## src/rtl/ble_enc_pkg.sv

```systemverilog
package ble_enc_pkg;

  typedef enum logic [1:0] {
    ST_IDLE  = 2'd0,
    ST_FETCH = 2'd1,
    ST_SHIFT = 2'd2,
    ST_EMIT  = 2'd3
  } enc_state_e;

  // Mirror the bit order of one byte.
  function automatic logic [7:0] rev8(input logic [7:0] v);
    logic [7:0] r;
    for (int i = 0; i < 8; i++) r[i] = v[7-i];
    return r;
  endfunction

  // One CRC bit step: shift left, fold in the polynomial on mismatch.
  function automatic logic [23:0] crc_step(input logic [23:0] c,
                                           input logic        d,
                                           input logic [23:0] poly);
    logic [23:0] n;
    n = {c[22:0], 1'b0};
    if (c[23] != d) n = n ^ poly;
    return n;
  endfunction

  // One whitening LFSR step: conditional tap XOR, then shift left.
  function automatic logic [7:0] lfsr_step(input logic [7:0] s,
                                           input logic [7:0] tap);
    logic [7:0] t;
    t = s[7] ? (s ^ tap) : s;
    return {t[6:0], 1'b0};
  endfunction

endpackage

```

## src/rtl/ble_crc24.sv

```systemverilog
module ble_crc24 #(
  parameter logic [23:0] INIT = 24'h555555,
  parameter logic [23:0] POLY = 24'h00065B
) (
  input  logic        clk,
  input  logic        rst_n,
  input  logic        init_i,
  input  logic        step_i,
  input  logic        bit_i,
  output logic [23:0] crc_o
);
  import ble_enc_pkg::*;

  logic [23:0] crc_q;

  always_ff @(posedge clk or negedge rst_n) begin
    if (!rst_n)      crc_q <= INIT;
    else if (init_i) crc_q <= INIT;
    else if (step_i) crc_q <= crc_step(crc_q, bit_i, POLY);
  end

  assign crc_o = crc_q;

  // every start reloads the seed
  assert_crc_seed_R1: assert property (@(posedge clk) disable iff (!rst_n)
    init_i |=> crc_o == INIT);

  // with no step the register holds (CRC bytes are being emitted)
  assert_crc_hold_R4: assert property (@(posedge clk) disable iff (!rst_n)
    (!init_i && !step_i) |=> $stable(crc_o));

endmodule

```

## src/rtl/ble_whiten_lfsr.sv

```systemverilog
module ble_whiten_lfsr #(
  parameter logic [7:0] TAP = 8'h11
) (
  input  logic       clk,
  input  logic       rst_n,
  input  logic       load_i,
  input  logic [7:0] seed_i,
  input  logic       step_i,
  input  logic       bit_i,
  output logic       bit_o
);
  import ble_enc_pkg::*;

  logic [7:0] lfsr_q;

  always_ff @(posedge clk or negedge rst_n) begin
    if (!rst_n)      lfsr_q <= '0;
    else if (load_i) lfsr_q <= seed_i;
    else if (step_i) lfsr_q <= lfsr_step(lfsr_q, TAP);
  end

  assign bit_o = bit_i ^ lfsr_q[7];

  // a shift always brings a zero into bit 0
  assert_lfsr_shift_R2: assert property (@(posedge clk) disable iff (!rst_n)
    (step_i && !load_i) |=> lfsr_q[0] == 1'b0);

  // the seed always carries bit 1 set
  assert_lfsr_seed_R2: assert property (@(posedge clk) disable iff (!rst_n)
    load_i |=> lfsr_q[1] == 1'b1);

endmodule

```

## src/rtl/ble_pdu_encoder.sv

```systemverilog
module ble_pdu_encoder #(
  parameter int          MAX_BYTES  = 32,
  parameter int          LEN_W      = 6,
  parameter int          CHAN_W     = 6,
  parameter logic [23:0] CRC_INIT   = 24'h555555,
  parameter logic [23:0] CRC_POLY   = 24'h00065B,
  parameter logic [7:0]  WHITEN_TAP = 8'h11
) (
  input  logic              clk,
  input  logic              rst_n,
  input  logic              start_i,
  input  logic [LEN_W-1:0]  len_i,
  input  logic [CHAN_W-1:0] chan_i,
  input  logic              in_valid_i,
  input  logic [7:0]        in_data_i,
  output logic              in_ready_o,
  output logic              out_valid_o,
  output logic [7:0]        out_data_o,
  input  logic              out_ready_i,
  output logic              busy_o,
  output logic              done_o
);
  import ble_enc_pkg::*;

  localparam int CRC_BYTES = 3;
  localparam int MAX_DATA  = MAX_BYTES - CRC_BYTES;
  localparam int CNT_W     = $clog2(MAX_BYTES + 1);

  enc_state_e       state_q;
  logic [CNT_W-1:0] n_data_q;
  logic [CNT_W-1:0] byte_cnt_q;
  logic [2:0]       bit_cnt_q;
  logic [7:0]       sh_q;
  logic [7:0]       wb_q;
  logic             is_crc_q;
  logic             done_q;

  // Named internal events
  logic             start_take;
  logic             fetch_data;
  logic             fetch_crc;
  logic             in_take;
  logic             out_take;
  logic             last_byte;
  logic             crc_step_en;
  logic             wh_step_en;
  logic             wh_bit;
  logic [23:0]      crc_val;
  logic [7:0]       crc_byte;
  logic [7:0]       seed;
  logic [CNT_W-1:0] len_clamped;
  logic [CNT_W-1:0] crc_idx;

  always_comb begin
    if (32'(len_i) > 32'(MAX_DATA)) len_clamped = CNT_W'(MAX_DATA);
    else                            len_clamped = CNT_W'(len_i);
  end

  assign seed        = rev8(8'({chan_i})) | 8'h02;
  assign start_take  = (state_q == ST_IDLE) && start_i;
  assign fetch_data  = (state_q == ST_FETCH) && (byte_cnt_q < n_data_q);
  assign fetch_crc   = (state_q == ST_FETCH) && !(byte_cnt_q < n_data_q);
  assign in_take     = fetch_data && in_valid_i;
  assign out_take    = (state_q == ST_EMIT) && out_ready_i;
  assign last_byte   = (byte_cnt_q == n_data_q + CNT_W'(CRC_BYTES - 1));
  assign crc_step_en = (state_q == ST_SHIFT) && !is_crc_q;
  assign wh_step_en  = (state_q == ST_SHIFT);
  assign crc_idx     = byte_cnt_q - n_data_q;

  always_comb begin
    case (crc_idx)
      CNT_W'(0): crc_byte = crc_val[23:16];
      CNT_W'(1): crc_byte = crc_val[15:8];
      default:   crc_byte = crc_val[7:0];
    endcase
  end

  ble_crc24 #(
    .INIT (CRC_INIT),
    .POLY (CRC_POLY)
  ) u_crc (
    .clk    (clk),
    .rst_n  (rst_n),
    .init_i (start_take),
    .step_i (crc_step_en),
    .bit_i  (sh_q[0]),
    .crc_o  (crc_val)
  );

  ble_whiten_lfsr #(
    .TAP (WHITEN_TAP)
  ) u_whiten (
    .clk    (clk),
    .rst_n  (rst_n),
    .load_i (start_take),
    .seed_i (seed),
    .step_i (wh_step_en),
    .bit_i  (sh_q[0]),
    .bit_o  (wh_bit)
  );

  always_ff @(posedge clk or negedge rst_n) begin
    if (!rst_n) begin
      state_q    <= ST_IDLE;
      n_data_q   <= '0;
      byte_cnt_q <= '0;
      bit_cnt_q  <= '0;
      sh_q       <= '0;
      wb_q       <= '0;
      is_crc_q   <= 1'b0;
      done_q     <= 1'b0;
    end else begin
      done_q <= 1'b0;
      case (state_q)
        ST_IDLE: begin
          if (start_i) begin
            n_data_q   <= len_clamped;
            byte_cnt_q <= '0;
            state_q    <= ST_FETCH;
          end
        end
        ST_FETCH: begin
          if (in_take) begin
            sh_q      <= in_data_i;
            is_crc_q  <= 1'b0;
            bit_cnt_q <= '0;
            state_q   <= ST_SHIFT;
          end else if (fetch_crc) begin
            sh_q      <= rev8(crc_byte);
            is_crc_q  <= 1'b1;
            bit_cnt_q <= '0;
            state_q   <= ST_SHIFT;
          end
        end
        ST_SHIFT: begin
          sh_q      <= {1'b0, sh_q[7:1]};
          wb_q      <= {wh_bit, wb_q[7:1]};
          bit_cnt_q <= bit_cnt_q + 3'd1;
          if (bit_cnt_q == 3'd7) state_q <= ST_EMIT;
        end
        ST_EMIT: begin
          if (out_ready_i) begin
            byte_cnt_q <= byte_cnt_q + CNT_W'(1);
            if (last_byte) begin
              state_q <= ST_IDLE;
              done_q  <= 1'b1;
            end else begin
              state_q <= ST_FETCH;
            end
          end
        end
        default: state_q <= ST_IDLE;
      endcase
    end
  end

  assign in_ready_o  = fetch_data;
  assign out_valid_o = (state_q == ST_EMIT);
  assign out_data_o  = rev8(wb_q);
  assign busy_o      = (state_q != ST_IDLE);
  assign done_o      = done_q;

  // a stalled output byte is held
  assert_out_hold_R6: assert property (@(posedge clk) disable iff (!rst_n)
    (out_valid_o && !out_ready_i) |=> (out_valid_o && $stable(out_data_o)));

  // input and output handshakes never overlap
  assert_hs_excl_R6: assert property (@(posedge clk) disable iff (!rst_n)
    !(in_ready_o && out_valid_o));

  // done follows acceptance of the final byte and finds the block idle
  assert_done_after_last_R7: assert property (@(posedge clk) disable iff (!rst_n)
    done_o |-> (!busy_o && $past(out_take && last_byte)));

  // the packet size stays within the clamp
  assert_len_clamp_R5: assert property (@(posedge clk) disable iff (!rst_n)
    busy_o |-> (32'(n_data_q) <= 32'(MAX_DATA) &&
                32'(byte_cnt_q) < 32'(n_data_q) + CRC_BYTES));

  // a start while busy leaves the packet length untouched
  assert_start_ignored_R8: assert property (@(posedge clk) disable iff (!rst_n)
    (busy_o && start_i && !(out_take && last_byte)) |=> (busy_o && $stable(n_data_q)));

endmodule

```

## config.mk

```make
export PLATFORM = sky130hd
export DESIGN_NAME = ble_pdu_encoder
export DESIGN_NICKNAME = d
export VERILOG_FILES = /design/src/rtl/ble_enc_pkg.sv /design/src/rtl/ble_crc24.sv /design/src/rtl/ble_whiten_lfsr.sv /design/src/rtl/ble_pdu_encoder.sv
export SDC_FILE = /design/constraint.sdc
export NUM_CORES = 1
export LEC_CHECK = 0
export CORE_ASPECT_RATIO = 1.5
export CORE_MARGIN = 5
export CORE_UTILIZATION = 53
export CTS_BUF_LIST = sky130_fd_sc_hd__clkbuf_4 sky130_fd_sc_hd__clkbuf_8
export CTS_CLUSTER_DIAMETER = 120
export DETAILED_ROUTE_END_ITERATION = 16
export GPL_TIMING_DRIVEN = 1
export PLACE_DENSITY = 0.89
export SLEW_MARGIN = 40
export SYNTH_ARGS = -nofsm -noshare
export SYNTH_HDL_FRONTEND = slang
export SYNTH_SLANG_ARGS = --single-unit
```

## constraint.sdc

```tcl
create_clock -name clk -period 2.7 [get_ports clk]
set_clock_uncertainty 0.15 [all_clocks]
set_input_delay 0.54 -clock clk [delete_from_list [all_inputs] [get_ports clk]]
set_output_delay 0.54 -clock clk [all_outputs]
set_load 0.05 [all_outputs]
```

==> impl_metrics.csv, run 1 <==
group,metric,value,unit
worst_setup_path,start_kind,"flip-flop",
clock_tree,path_clk_slew,80,ps
run_status,violations,"negative setup slack",
timing,tightest_slew,841,ps
placed_design,gp_congestion,0.856,
power_and_ir_drop,power_density,1390,nW/um^2
worst_setup_path,crit_type,"flip-flop to primary output",
drt,drc,0,
worst_setup_path,arrival,2090,ps
cells_and_area,antenna_cells,0,
synthesis,ys_ff_latch,66,
global_route,grt_pass1_vias,3061,
synthesis,synth_edf_count,0,
power_and_ir_drop,seq_power_share,31.1,%
synthesis,ys_top_cells_by_area,"dfrtp_1 38%, dfstp_2 9.0%, ha_1 5.3%",
cells_and_area,fillCellCount,469,
timing,fmax,0.359,GHz
timing,maxSlewViolCount,0,
die,rows,36,
synthesis,syn_area,3510,sq um
worst_setup_path,worstPathRequired,2010,ps
power_and_ir_drop,combPwrFrac,54.4,%
synthesis,yosysUniqueCellTypes,46,
timing,finalSetupTns,-83.7,ps
global_route,grt.overflow.total,0,
placed_design,hpwl,6140,um
clock_tree,cts.sinks,66,
power_and_ir_drop,p_int,3440,uW
clock_tree,cts_root_buffer,"clkbuf_8",
power_and_ir_drop,power,6050,uW
clock_tree,cts_htree_levels,3,
die,die_area,8390,sq um
global_route,grt_use_total,22.3,%
die,initial_core_util,54.1,%
timing,setup_viol,1,
worst_setup_path,crit_fanout,3,
worst_setup_path,r2r_slack,40,ps
global_route,grt_pass1_wl,14700,um
cells_and_area,final_common_cell,"dfrtp_1",
synthesis,avgSynthCellArea,10.6,sq um
synthesis,syn_inst,330,
clock_tree,cts_hold_buf,0,
power_and_ir_drop,power_leakage,0.00181,uW
die,fp.dieH,110,um
drt,routed-via-count,2888,
clock_tree,cts_buffers,9,
die,core-area,6490,sq um
clock_tree,worstSkewPairLatency,350,ps
cells_and_area,areaGrowthSynthToFinish,24.1,%
power_and_ir_drop,p_clk_share,14.5,%
drt,drtAntennaViolNets,0,
timing,finalCriticalPeriod,2780,ps
timing,hold_viol,0,
drt,vias_per_cell,6.24,
clock_tree,cts_buffer_depth,2,
drt,drt_iter0_drc,162,
clock_tree,cts_tree,"yes",
synthesis,synth_top_area_share,38.5,%
drt,first_pass_iters,5,
cells_and_area,multiInputGateArea,1820,sq um
timing,period_share,103,%
synthesis,yosysSeqAreaShare,47.5,%
placed_design,place_ws,-20.5,ps
synthesis,synth-async-reset-ratio,100,%
power_and_ir_drop,switchingPower,2610,uW
cells_and_area,drive_above_1_share,21.2,%
synthesis,yosysTopAreaCell,"dfrtp_1",
power_and_ir_drop,sw_frac_of_total,43.2,%
cells_and_area,final_area,4360,sq um
placed_design,placed_area,4040,sq um
global_route,grt_max_degree,67,
worst_setup_path,critPathCaptureType,"primary output",
power_and_ir_drop,vdd_drop_max,0.837,mV
cells_and_area,seq_area,1670,sq um
timing,rsz0062_at_grt,"true",
drt,drt_wl_total,8810,um
die,io_pins,37,
synthesis,syn_nets,371,
timing,slew_headroom,43.7,%
timing,finalWorstSetupSlack,-83.7,ps
drt,routedWlPerCell,19.0,um
cells_and_area,layout_common_cells,"53 x dfrtp_1, 32 x clkdlybuf4s50_1, 30 x nor2_1, 30 x o21ai_0, 21 x nand2_1",
run,cap_violations,0,
global_route,antenna_found_initial,0,
die,die_x,76.5,um
min_path,hp-class,"input pin to asynchronous set/reset pin",
placed_design,portBuffers,36,
cells_and_area,final_nets,423,
synthesis,ys_warn_count,0,
timing,hold-worst-slack,37.1,ps
synthesis,synth-main-ff-cell,"dfrtp_1",
run_status,outcome,"finished, violations left",
-- routing by layer --
| metal | vias up | track usage (%) | share of wire, % |
|---|---|---|---|
| met4 | 0 | 14.6 | 4.5 |
| met2 | 98 | 40.2 | 55 |
| met3 | 34 | 5.08 | 4.3 |
| met5 | - | 0 | 0 |
| li1 | 1312 | - | - |
| met1 | 1444 | 23.2 | 36 |
-- what timing repair did --
| action | CTS | global route |
|---|---|---|
| gates cloned | 0 | 1 |
| pin swaps | 1 | 2 |
| setup buffers | 2 | 1 |
| gates resized for setup | 11 | 9 |
| setup endpoints to repair | 3 | 11 |
-- power by group through the flow --
stage / sequential (uW) / clock [uW] / combinational [uW]
after floorplan: 1990 / 0 / 2040
after global placement: 1840 / 0 / 2930
after detailed placement: 1880 / 0 / 3060
after CTS: 1870 / 894 / 3180
after global routing: 1940 / 936 / 3550
final: 1880 / 877 / 3290
-- layout make-up --
cell class                      instances  area share [%]
Multi-Input combinational cell        240            41.8
Sequential cell                        66            38.3
Timing Repair Buffer                   54            11.9
Clock buffer                           11            3.47
Tap cell                               76            2.18
Clock inverter                          5            1.41
Inverter                               11           0.947
-- kinds of logic after synthesis --
| group | synth area share (%) |
|---|---|
| muxes | 8.83 |
| and+or+nand+nor | 11.8 |
| buffers and inverters | 2.57 |
| xor gates and xnor gates | 5.24 |
| AOI/OAI and AO/OA | 18.2 |
| adders and majority gates | 5.91 |
| DFF | 47.5 |
-- flip-flops by register name (all words and copies together), names as in the netlist --
signal,cells
bit_cnt_q,3
byte_cnt_q,6
done_o,1
is_crc_q,1
n_data_q,6
sh_q,8
state_q,2
u_crc.crc_o,24
u_whiten.lfsr_q,7
wb_q,8
-- metrics by stage --
| stage | utilization [%] | std cells |
|---|---|---|
| global placement | 62.3 | 443 |
| global route | 67.2 | 463 |
| CTS | 66.4 | 461 |
| finish | 67.2 | 463 |
| detailed placement | 62.3 | 443 |
| floorplan | - | 330 |
-- synthesized netlist by cell type (2+ instances only) --
| library cell | number |
|---|---|
| dfrtp_1 | 54 |
| mux2i_1 | 13 |
| o21ai_0 | 30 |
| ha_1 | 15 |
| o2111ai_1 | 2 |
| buf_1 | 2 |
| inv_1 | 11 |
| xor2_1 | 4 |
| a31oi_1 | 2 |
| o22ai_1 | 8 |
| xnor2_1 | 17 |
| a32o_1 | 9 |
| nor2b_1 | 6 |
| o22a_1 | 10 |
| nor2_1 | 31 |
| nand3_1 | 9 |
| mux2_2 | 16 |
| a21oi_1 | 8 |
| dfstp_2 | 12 |
| clkbuf_1 | 11 |
| nand2b_1 | 4 |
| nand2_1 | 21 |
| a22o_1 | 12 |
-- critical path, cell delays in order (launching register included) --
cell       delay, ps
dfrtp_1          390
inv_2             80
ha_4             170
fa_2             360
nor2b_4          140
o2111ai_2        130
and4b_2          310
buf_12           160
-- path summary, 6_finish.rpt --
check                              start              end  cells after the start
setup / recovery           byte_cnt_q[0]       in_ready_o                      7
hold / removal                     rst_n   u_crc.crc_o[1]                      2
setup reg to reg             n_data_q[1]          sh_q[1]                      9
hold reg to reg             bit_cnt_q[1]     bit_cnt_q[1]                      1
max in group asynchronous          rst_n  u_crc.crc_o[10]                      2
min in group clk            bit_cnt_q[1]     bit_cnt_q[1]                      1
Note: power is estimated with default switching activity, not from simulation.
==> inputs of run 2 (changes only) <==
GPL_TIMING_DRIVEN = 0   (was 1)
SETUP_SLACK_MARGIN = 0.4   (was unset)
SLEW_MARGIN = unset   (was 40)
==> run 2 against run 1 <==
Against the previous run:
- the flow still finishes with violations (negative setup slack)
- sequential cell count is the same
- routed wire length grew 20%
- critical endpoint unchanged
- critical path type unchanged
- die area is the same
- sequential share of layout area shrank 2.4 points
- non-clock buffer count grew 13
- largest power group unchanged
- utilization grew 4.6 points
- register-to-register slack lost 110 ps
- fmax shrank 2.0%
- cell count grew 3.0%
- clock power shrank 1%
- via count grew 6.9%
==> impl_metrics.csv, run 2 (same netlist as run 1, synthesis figures left out) <==
group,metric,value,unit
timing,finalSetupTns,-405,ps
power_and_ir_drop,sw_frac_of_total,44.2,%
power_and_ir_drop,switchingPower,2960,uW
die,core-area,6490,sq um
cells_and_area,layout_common_cells,"51 x dfrtp_1, 31 x clkdlybuf4s50_1, 30 x nor2_1",
timing,period_share,105,%
worst_setup_path,slowest_delay,370,ps
clock_tree,cts_htree_levels,3,
power_and_ir_drop,vdd_drop_max,0.811,mV
drt,drtAntennaViolNets,0,
clock_tree,cts_buffer_depth,2,
drt,routedWlPerCell,22.2,um
clock_tree,cts_buffers,9,
min_path,hp-class,"input pin to asynchronous set/reset pin",
drt,drt_wl_total,10600,um
drt,drc,0,
timing,setup_viol,7,
global_route,grt_use_total,24.5,%
global_route,antenna_found_initial,0,
die,rows,36,
cells_and_area,areaGrowthSynthToFinish,32.6,%
die,fp.dieH,110,um
die,die_x,76.5,um
placed_design,portBuffers,36,
timing,tightest_slew,846,ps
worst_setup_path,critPathCaptureType,"primary output",
worst_setup_path,slowest_stage,"dfrtp_1",
cells_and_area,antenna_cells,0,
clock_tree,cts_root_buffer,"clkbuf_8",
cells_and_area,largest_reg_flops,24,
timing,finalCriticalPeriod,2840,ps
global_route,grt_pass1_vias,3329,
cells_and_area,drive_above_1_share,28.7,%
global_route,grt_pass1_wl,16000,um
worst_setup_path,crit_fanout,3,
power_and_ir_drop,combPwrFrac,58.4,%
run_status,outcome,"finished, violations left",
placed_design,hpwl,6030,um
placed_design,gp_congestion,0.855,
clock_tree,cts_hold_buf,0,
worst_setup_path,critical-path-top-delay-family,"adder cells",
power_and_ir_drop,power_leakage,0.00189,uW
drt,first_pass_iters,5,
worst_setup_path,crit_type,"flip-flop to primary output",
worst_setup_path,cp_num_buf_inv,3,
drt,routed-via-count,3087,
clock_tree,cts_tree,"yes",
global_route,grt_max_degree,67,
drt,drt_iter0_drc,287,
power_and_ir_drop,p_clk_share,12.9,%
cells_and_area,final_common_cell,"dfrtp_1",
power_and_ir_drop,p_int,3740,uW
power_and_ir_drop,seq_power_share,28.7,%
die,die_area,8390,sq um
die,initial_core_util,54.1,%
placed_design,placed_area,4000,sq um
run_status,violations,"negative setup slack",
cells_and_area,final_nets,437,
clock_tree,worstSkewPairLatency,360,ps
worst_setup_path,arrival,2150,ps
clock_tree,path_clk_slew,80,ps
timing,slew_headroom,43.4,%
cells_and_area,final_area,4660,sq um
die,io_pins,37,
clock_tree,cts.sinks,66,
global_route,grt.overflow.total,0,
run,cap_violations,0,
timing,rsz0062_at_grt,"true",
worst_setup_path,start_kind,"flip-flop",
timing,fmax,0.352,GHz
worst_setup_path,cp_cell_sequence,"inv_2 -> ha_4 -> fa_2 -> nor2b_4 -> o2111ai_4 -> and4b_1 -> clkbuf_8 -> buf_8",
timing,finalWorstSetupSlack,-140,ps
worst_setup_path,worstPathRequired,2010,ps
power_and_ir_drop,power_density,1440,nW/um^2
drt,vias_per_cell,6.47,
timing,hold_viol,0,
timing,maxSlewViolCount,0,
-- run 2: layout make-up --
type,instances,area [sq um]
Clock inverter,5,52.6
Multi-Input combinational cell,241,2060
Buffer,13,75.1
Sequential cell,66,1670
Timing Repair Buffer,54,514
Tap cell,76,95.1
Inverter,11,41.3
Fill cell,416,1830
Clock buffer,11,151
-- run 2: worst paths after layout --
check	cells after the start	slack, ps	end	start
setup / recovery	8	-140	in_ready_o	byte_cnt_q[0]
hold / removal	1	120	sh_q[4]	rst_n
setup reg to reg	9	-70	sh_q[3]	n_data_q[1]
hold reg to reg	1	360	bit_cnt_q[1]	bit_cnt_q[1]
max in group asynchronous	1	1680	byte_cnt_q[4]	rst_n
min in group clk	1	360	bit_cnt_q[1]	bit_cnt_q[1]
-- run 2: repair_timing --
action / CTS / global route
buffers inserted: 12 / 5
resized for setup: 58 / 24
setup endpoints to repair: 49 / 46
cloned: 2 / 0
pin swaps: 7 / 6
-- run 2: power by group through the flow --
stage          Sequential (uW)  Clock [uW]  Combinational, uW
2_1_floorplan             2000           0               2090
3_3_place_gp              1860           0               2890
3_5_place_dp              1890           0               3000
4_1_cts                   1890         862               3500
5_1_grt                   1960         909               4150
6_report                  1930         867               3910
-- run 2: per-stage QoR --
step	instances	hold WS (ps)	setup WS (ps)	utilization, %	power [uW]
6_report	477	124	-140	71.8	6710
5_1_grt	477	190	-182	71.8	7020
4_1_cts	472	158	-171	69.9	6250
3_5_place_dp	442	340	-444	61.7	4890
3_3_place_gp	442	330	-1120	61.7	4750
2_1_floorplan	330	94.4	102	-	4090
-- run 2: routing by layer --
| metal | part of all wire, % | GRT usage, % | wire, um |
|---|---|---|---|
| met1 | 36 | 24.1 | 3780 |
| met3 | 5.1 | 6.80 | 542 |
| met2 | 53 | 44.1 | 5650 |
| met4 | 5.8 | 17.0 | 614 |
| met5 | 0 | 0 | 0 |
==> inputs of run 3 (changes only) <==
clock period = 2.5 ns   (was 2.7 ns; I/O delays follow)
==> run 3 against run 2 <==
Against the previous run:
- the run still ends with negative setup slack left
- first-iteration DRC count decreased by 25%
- critical path type unchanged
- global-route usage fell by 2.1 points
- clock power is 6.2% higher
- via count decreased by 2.1%
- highest routed layer unchanged
- sequential cell count did not move
- cell count fell by 0.21%
==> impl_metrics.csv, run 3 (same netlist as run 1, synthesis figures left out) <==
group,metric,value,unit
run_status,outcome,"finished, violations left",
run_status,violations,"negative setup slack",
clock_tree,cts_buffer_depth,2,
global_route,grt_pass1_wl,14700,um
clock_tree,cts_buffers,9,
die,die_x,76.5,um
drt,drtAntennaViolNets,0,
timing,hold_viol,0,
timing,tightest_slew,842,ps
drt,drt_wl_total,9870,um
timing,rsz0062_at_grt,"true",
drt,routed-via-count,3023,
clock_tree,cts_root_buffer,"clkbuf_8",
die,io_pins,37,
worst_setup_path,crit_type,"flip-flop to primary output",
worst_setup_path,critPathCaptureType,"primary output",
clock_tree,path_clk_slew,70,ps
die,fp.dieH,110,um
global_route,grt_pass1_vias,3030,
cells_and_area,antenna_cells,0,
placed_design,gp_congestion,0.852,
min_path,hp-class,"input pin to asynchronous set/reset pin",
worst_setup_path,cp-startpoint,"n_data_q[0]",
die,die_area,8390,sq um
drt,drt_iter0_drc,215,
worst_setup_path,arrival,2210,ps
cells_and_area,final_area,4590,sq um
global_route,antenna_found_initial,0,
cells_and_area,final-instance-count-excl-fill,476,
placed_design,hpwl,5970,um
timing,finalSetupTns,-2460,ps
global_route,grt_use_total,22.4,%
worst_setup_path,rr_endpoint,"sh_q[2]",
clock_tree,cts_tree,"yes",
global_route,grt.overflow.total,0,
placed_design,portBuffers,36,
timing,setup_viol,9,
die,rows,36,
clock_tree,cts_htree_levels,3,
cells_and_area,final_common_cell,"dfrtp_1",
die,initial_core_util,54.1,%
cells_and_area,largest_reg_flops,24,
placed_design,placed_area,4020,sq um
worst_setup_path,crit_fanout,2,
power_and_ir_drop,vdd_drop_max,0.861,mV
worst_setup_path,r2r-start,"n_data_q[0]",
cells_and_area,drive_above_1_share,28.2,%
drt,routedWlPerCell,20.7,um
timing,finalWorstSetupSlack,-357,ps
worst_setup_path,start_kind,"flip-flop",
run,cap_violations,0,
cells_and_area,areaGrowthSynthToFinish,30.8,%
timing,finalCriticalPeriod,2860,ps
drt,vias_per_cell,6.35,
cells_and_area,layout_common_cells,"50 x dfrtp_1, 30 x nor2_1, 26 x o21ai_0",
timing,slew_headroom,43.9,%
worst_setup_path,worstPathRequired,1850,ps
power_and_ir_drop,power_density,1520,nW/um^2
drt,drc,0,
timing,maxSlewViolCount,0,
clock_tree,cts_hold_buf,0,
timing,fmax,0.350,GHz
drt,first_pass_iters,5,
power_and_ir_drop,power_leakage,0.00188,uW
timing,period_share,114,%
global_route,grt_max_degree,67,
clock_tree,cts.sinks,66,
placed_design,dp.cells,442,
die,core-area,6490,sq um
clock_tree,worstSkewPairLatency,360,ps
cells_and_area,final_nets,436,
worst_setup_path,r2r_slack,-320,ps
worst_setup_path,worstRegToRegCells,12,
run 3: changes by cell type in the layout (fill, tap and decap cells not counted), moves of 3 or more:
cell,change
buf_2,+3
buf_6,-3
clkbuf_4,+4
clkdlybuf4s50_1,-8
dlygate4sd2_1,+9
mux2i_1,+4
mux2i_4,-4
o21ai_0,-3
o22ai_1,+3
o22ai_2,-3
run 3: cell type report:
| class | instances | area, sq um |
|---|---|---|
| multi-input cells | 241 | 1980 |
| fillers | 427 | 1890 |
| flip-flops and latches | 66 | 1670 |
| repair buffers | 53 | 519 |
| clock buffers | 13 | 160 |
| well taps | 76 | 95.1 |
| plain buffers | 13 | 78.8 |
| inverters | 11 | 43.8 |
| clock inverters | 3 | 40.0 |
run 3: per-stage QoR:
| stage | hold WS [ps] | util [%] | total power, uW | setup slack [ps] |
|---|---|---|---|---|
| 6_report | 84.4 | 70.8 | 6960 | -357 |
| 5_1_grt | 146 | 70.8 | 7330 | -392 |
| 4_1_cts | 128 | 67.6 | 6480 | -334 |
| 3_5_place_dp | 339 | 62.0 | 5320 | -603 |
| 3_3_place_gp | 329 | 62.1 | 5160 | -1300 |
| 2_1_floorplan | 54.4 | - | 4440 | -98.5 |
run 3: where the power goes:
part	leakage [uW]	switching, uW	internal (uW)
Sequential	0.000784	434	1630
Combinational	0.000992	2210	1770
Clock	0.000108	403	518
run 3: repair_timing:
action / 4_1_cts / 5_1_grt
pin swaps: 5 / 9
buffers inserted: 8 / 8
endpoints found under the setup margin: 60 / 42
cloned: 1 / 1
endpoints found under the hold margin: 0 / 0
resized for setup: 53 / 36
run 3: worst max-delay path: stages, from the launching register on:
cell	delay [ps]
dfrtp_1	440
ha_4	190
fa_2	380
nor2b_4	160
o2111ai_4	120
and4b_1	250
clkbuf_8	160
buf_8	150
run 3: worst max path at each step:
| stage | end | slack (ps) | cells after the start |
|---|---|---|---|
| 3_5_place_dp | in_ready_o | -600 | 8 |
| 4_1_cts | in_ready_o | -330 | 8 |
| 3_3_place_gp | done_o | -1300 | 1 |
| 2_1_floorplan | sh_q[7] | -100 | 8 |
| 5_1_grt | in_ready_o | -390 | 7 |
| 6_report | in_ready_o | -360 | 7 |
run 3: per-layer routing:
metal	vias to the layer above	GRT usage (%)	wire length [um]
met3	55	5.49	427
met1	1500	24.1	3580
met5	-	0	0
met2	133	39.0	5280
li1	1335	-	-
met4	0	14.9	581
